[src/rtl/mac_pkg.sv]
package mac_pkg;
  localparam logic [2:0] OP_MUL_LO  = 3'd0;
  localparam logic [2:0] OP_MAC_LO  = 3'd1;
  localparam logic [2:0] OP_MUL_U64 = 3'd2;
  localparam logic [2:0] OP_MUL_S64 = 3'd3;
  localparam logic [2:0] OP_MAC_U64 = 3'd4;
  localparam logic [2:0] OP_MAC_S64 = 3'd5;

  typedef struct packed {
    logic valid;
    logic wide;
    logic sgn;
    logic acc;
    logic flags;
  } macStrobes_t;
endpackage

[src/rtl/mac_ctrl.sv]
module mac_ctrl
  import mac_pkg::*;
(
  input  logic        clk,
  input  logic        rstN,
  input  logic        start,
  input  logic [2:0]  op,
  input  logic        setFlags,
  output macStrobes_t stb,
  output logic        done,
  output logic        negWe,
  output logic        zeroWe
);
  macStrobes_t decoded;

  always_comb begin
    decoded       = '0;
    decoded.valid = start;
    decoded.flags = setFlags;
    unique case (op)
      OP_MAC_LO:  decoded.acc = 1'b1;
      OP_MUL_U64: decoded.wide = 1'b1;
      OP_MUL_S64: begin decoded.wide = 1'b1; decoded.sgn = 1'b1; end
      OP_MAC_U64: begin decoded.wide = 1'b1; decoded.acc = 1'b1; end
      OP_MAC_S64: begin decoded.wide = 1'b1; decoded.sgn = 1'b1; decoded.acc = 1'b1; end
      default:    ;  // short multiply, also reserved codes
    endcase
  end

  always_ff @(posedge clk or negedge rstN) begin
    if (!rstN) begin
      stb    <= '0;
      done   <= 1'b0;
      negWe  <= 1'b0;
      zeroWe <= 1'b0;
    end else begin
      stb    <= decoded;
      done   <= stb.valid;
      negWe  <= stb.valid & stb.flags;
      zeroWe <= stb.valid & stb.flags;
    end
  end
endmodule

[src/rtl/mac_dpath.sv]
module mac_dpath
  import mac_pkg::*;
#(
  parameter int W = 32
) (
  input  logic         clk,
  input  logic         rstN,
  input  macStrobes_t  stb,
  input  logic [W-1:0] opA,
  input  logic [W-1:0] opB,
  input  logic [W-1:0] addend,
  input  logic [W-1:0] accHi,
  input  logic [W-1:0] accLo,
  output logic [W-1:0] resHi,
  output logic [W-1:0] resLo,
  output logic         negFlag,
  output logic         zeroFlag
);
  localparam int DW = 2 * W;

  logic [W-1:0]  aQ, bQ, addQ, accHiQ, accLoQ;
  logic [DW-1:0] extA, extB, product, accVal, sum, resNext;

  // Operand stage: free-running capture, qualified by stb.valid one cycle later
  always_ff @(posedge clk or negedge rstN) begin
    if (!rstN) begin
      aQ <= '0; bQ <= '0; addQ <= '0; accHiQ <= '0; accLoQ <= '0;
    end else begin
      aQ <= opA; bQ <= opB; addQ <= addend; accHiQ <= accHi; accLoQ <= accLo;
    end
  end

  always_comb begin
    extA    = {{W{stb.sgn & aQ[W-1]}}, aQ};
    extB    = {{W{stb.sgn & bQ[W-1]}}, bQ};
    product = extA * extB;
    if (!stb.acc)     accVal = '0;
    else if (stb.wide) accVal = {accHiQ, accLoQ};
    else               accVal = {{W{1'b0}}, addQ};
    sum     = product + accVal;
    resNext = stb.wide ? sum : {{W{1'b0}}, sum[W-1:0]};
  end

  always_ff @(posedge clk or negedge rstN) begin
    if (!rstN) begin
      resHi    <= '0;
      resLo    <= '0;
      negFlag  <= 1'b0;
      zeroFlag <= 1'b0;
    end else if (stb.valid) begin
      resHi    <= resNext[DW-1:W];
      resLo    <= resNext[W-1:0];
      negFlag  <= stb.wide ? resNext[DW-1] : resNext[W-1];
      zeroFlag <= (resNext == '0);
    end
  end
endmodule

[src/rtl/mac_unit.sv]
module mac_unit
  import mac_pkg::*;
#(
  parameter int W = 32
) (
  input  logic         clk,
  input  logic         rstN,
  input  logic         start,
  input  logic [2:0]   op,
  input  logic         setFlags,
  input  logic [W-1:0] opA,
  input  logic [W-1:0] opB,
  input  logic [W-1:0] addend,
  input  logic [W-1:0] accHi,
  input  logic [W-1:0] accLo,
  output logic         done,
  output logic [W-1:0] resHi,
  output logic [W-1:0] resLo,
  output logic         negFlag,
  output logic         zeroFlag,
  output logic         negWe,
  output logic         zeroWe
);
  macStrobes_t stb;

  mac_ctrl u_ctrl (
    .clk(clk), .rstN(rstN), .start(start), .op(op), .setFlags(setFlags),
    .stb(stb), .done(done), .negWe(negWe), .zeroWe(zeroWe)
  );

  mac_dpath #(.W(W)) u_dpath (
    .clk(clk), .rstN(rstN), .stb(stb),
    .opA(opA), .opB(opB), .addend(addend), .accHi(accHi), .accLo(accLo),
    .resHi(resHi), .resLo(resLo), .negFlag(negFlag), .zeroFlag(zeroFlag)
  );
endmodule

[config.mk]
export PLATFORM = sky130hd
export DESIGN_NAME = mac_unit
export DESIGN_NICKNAME = d
export VERILOG_FILES = /design/src/rtl/mac_pkg.sv /design/src/rtl/mac_ctrl.sv /design/src/rtl/mac_dpath.sv /design/src/rtl/mac_unit.sv
export SDC_FILE = /design/constraint.sdc
export NUM_CORES = 2
export LEC_CHECK = 0
export BUFFER_PORTS_ARGS = -buffer_cell sky130_fd_sc_hd__buf_2
export CAP_MARGIN = 5
export CORE_MARGIN = 2
export CORE_UTILIZATION = 59
export CTS_CLUSTER_DIAMETER = 150
export CTS_CLUSTER_SIZE = 20
export DETAILED_ROUTE_END_ITERATION = 8
export GPL_TIMING_DRIVEN = 0
export PLACE_DENSITY = 0.84
export SLEW_MARGIN = 15
export SYNTH_ARGS = -nofsm -noshare
export SYNTH_HDL_FRONTEND = slang
export SYNTH_SLANG_ARGS = --single-unit
[constraint.sdc]
create_clock -name clk -period 14.4 [get_ports clk]
set_input_delay 2.16 -clock clk [delete_from_list [all_inputs] [get_ports clk]]
set_output_delay 2.16 -clock clk [all_outputs]
set_load 0.02 [all_outputs]
==> impl_metrics.tcl <==
set metrics [dict create \
    status "complete, no violations" \
    cts_hold_buf 0 \
    cp_top_family "adder cells" \
    hold_viol 0 \
    fmax_mhz 93.5 \
    yosysTopAreaCellShare_pct 50.1 \
    synth_edf_count 0 \
    min_period_ns 10.70 \
    relSlewSlack_pct 14.3 \
    fp.dieH_um 292 \
    vias 37100 \
    routedWlPerCell_um 26.2 \
    synthArstFlopShare_pct 100 \
    postCtsSetupRepairBufs 0 \
    drive_gt1_share_pct 6.50 \
    critPathRequiredTime_ns 14.91 \
    synth_area_per_cell_um2 9.72 \
    yosysSeqAreaShare_pct 11.9 \
    chipWidth_um 292 \
    dieArea_um2 85200 \
    endpoint_kind "flip-flop" \
    max_stage_delay_ns 0.79 \
    grt_max_degree 89 \
    post-dp-hpwl_um 143000 \
    htree_levels 1 \
    clock_latency_ns 0.57 \
    area_growth_pct 6.35 \
    boundaryPins 236 \
    grt_pass1_vias 39900 \
    syn_nets 6648 \
    rsz0062_at_grt "false" \
    ys_types 79 \
    fill_cells 6598 \
    netlist_top_cells_count "inv_1 (1245), fa_1 (1223), nand2_1 (750)" \
    fin_skew_ns 0.0359 \
    drv_cap 0 \
    syn_area_um2 48900 \
    rows 105 \
    yosys.area.top_type "fa_1" \
    cp.arrival_ns 11.21 \
    core_um2 82100 \
    startpoint_type "flip-flop" \
    numPortBuffers 235 \
    ff2ff_path_depth 29 \
    cts_tree "done" \
    clk_pin_slew_ns 0.09 \
    antenna_left 0 \
    gp_congestion 1.07 \
    synthCells 5030 \
    critical_path.max_fanout 10 \
    vias_per_cell 5.82 \
    slowest_stage "clkbuf_1" \
    max_slew.worst_pin.slew_ns 1.29 \
    multi_input_area_um2 37400 \
    ff_latch_area_um2 5830 \
    drt_iter0_drc 3543 \
    synth_ff_type "dfrtp_1" \
    post-route-period-util_pct 74.3 \
    whs_path_depth 0 \
    first_pass_iters 8 \
    path_common_cell "fa_1" \
    finalSetupTns_ns 0 \
    slew_violations 0 \
    grt_overflow 0 \
    antenna_found_initial 7 \
    layout.nets 6904 \
    path_class "flip-flop to flip-flop" \
    max-clock-path-buffers 3 \
    drc 0 \
    grt_pass1_wl_um 252000 \
    setup_viol 0 \
    grt_usage_pct 40.8 \
    start_util_pct 59.6 \
    root_buffer "clkbuf_16" \
    path_buf_inv 8 \
    synth_warnings 0 \
    cts_sinks 233 \
    hold_class "flip-flop to flip-flop" \
    ys_ff_latch 233 \
    synth_top_cells_by_area "fa_1 (50%), dfrtp_1 (12%), inv_1 (9.6%), ha_1 (5.8%), nand2_1 (5.8%)" \
    routed_wl_um 167000 \
    cts_buffers 16 \
    synth.most_common_cell "inv_1" \
    crit_cells 29 \
    cts_resized 0 \
]
-- routing by layer --
layer	track usage [%]	wire (um)	up-vias	share of wire, %
met3	15.8	24000	647	14
met2	59.6	70900	2518	43
met5	0	42	-	0.025
met4	23.1	12400	6	7.4
met1	52.5	59500	18800	36
li1	-	-	15100	-
-- cell families after synthesis --
| family | after synthesis | share of synthesized area, % |
|---|---|---|
| simple gates | 1409 | 13.8 |
| compound gates | 286 | 3.94 |
| buf+inv | 1507 | 11.6 |
| mux | 74 | 1.61 |
| fa+ha+maj | 1451 | 55.9 |
| flops | 233 | 11.9 |
| xor+xnor | 70 | 1.25 |
-- final timing paths --
| kind | from | to | slack, ns |
|---|---|---|---|
| setup / recovery | u_ctrl.stb[3]$_DFF_PN0_ | u_dpath.zeroFlag$_DFFE_PN0P_ | 3.70 |
| hold / removal | u_ctrl.stb[4]$_DFF_PN0_ | u_ctrl.done$_DFF_PN0_ | 0.41 |
| setup reg to reg | u_ctrl.stb[3]$_DFF_PN0_ | u_dpath.zeroFlag$_DFFE_PN0P_ | 3.70 |
| hold reg to reg | u_ctrl.stb[4]$_DFF_PN0_ | u_ctrl.done$_DFF_PN0_ | 0.41 |
| max in group asynchronous | rstN | u_dpath.bQ[22]$_DFF_PN0_ | 11.98 |
| min in group asynchronous | rstN | u_dpath.resLo[18]$_DFFE_PN0P_ | 1.52 |
-- state kept, by name, indices dropped and copies added, names as in the netlist --
| name | count |
|---|---|
| u_dpath.resLo | 32 |
| u_dpath.bQ | 32 |
| u_dpath.zeroFlag | 1 |
| u_ctrl.done | 1 |
| u_dpath.resHi | 32 |
| u_ctrl.stb | 5 |
| u_dpath.aQ | 32 |
| u_dpath.negFlag | 1 |
| u_dpath.accHiQ | 32 |
| u_ctrl.negWe | 1 |
| u_dpath.accLoQ | 32 |
| u_dpath.addQ | 32 |
-- cell type report --
cell class / count / share of cell area [%]
timing repair buffer: 238 / 2.44
tap: 1070 / 2.57
clock inverter: 3 / 0.0625
sequential: 233 / 11.2
buffer: 261 / 1.92
inverter: 1246 / 8.99
clock buffer: 19 / 0.832
antenna: 12 / 0.0577
multi-input combinational: 3290 / 71.9
-- cell usage in the layout (no fill, tap or decap), types with 4 or more instances in the layout --
cell type  instances
or2_2             11
dfrtp_1          233
a21o_1            14
a31oi_1            9
o2111ai_1          4
o31ai_1            8
ha_1             228
clkbuf_1         247
xor2_1            21
o21ai_0           53
a2111oi_0          4
a21oi_1           92
o211ai_1           7
o21bai_1           8
nand4_1           24
nand3_1           25
mux2_2            36
nor2_1            73
nor3_1            14
xnor2_1           49
buf_1              4
buf_2            243
a31o_2             5
a211oi_1           6
o21a_1            12
nor4_1             5
fa_1            1221
o22ai_1            6
or3_1              9
mux2i_1           38
and3_1            57
nand2_1          750
inv_1           1245
nor2b_1           42
diode_2           12
o41ai_1            4
nand2b_1           8
and2_1           377
clkbuf_16         17
-- per-stage QoR --
step | hold WS, ns | utilization, % | std cells | area (um2) | setup slack (ns)
CTS | 0.416 | 63.3 | 6360 | 52000 | 3.96
finish | 0.410 | 63.3 | 6372 | 52000 | 3.70
detailed placement | 0.362 | 62.7 | 6338 | 51500 | 4.01
floorplan | 0.352 | - | 5030 | 48900 | 6.31
global route | 0.414 | 63.3 | 6363 | 52000 | 3.28
global placement | 0.356 | 62.6 | 6335 | 51400 | 4.10
Power is not shown: default switching activity piles up to over one toggle a cycle in this logic, so the estimate is an artifact.
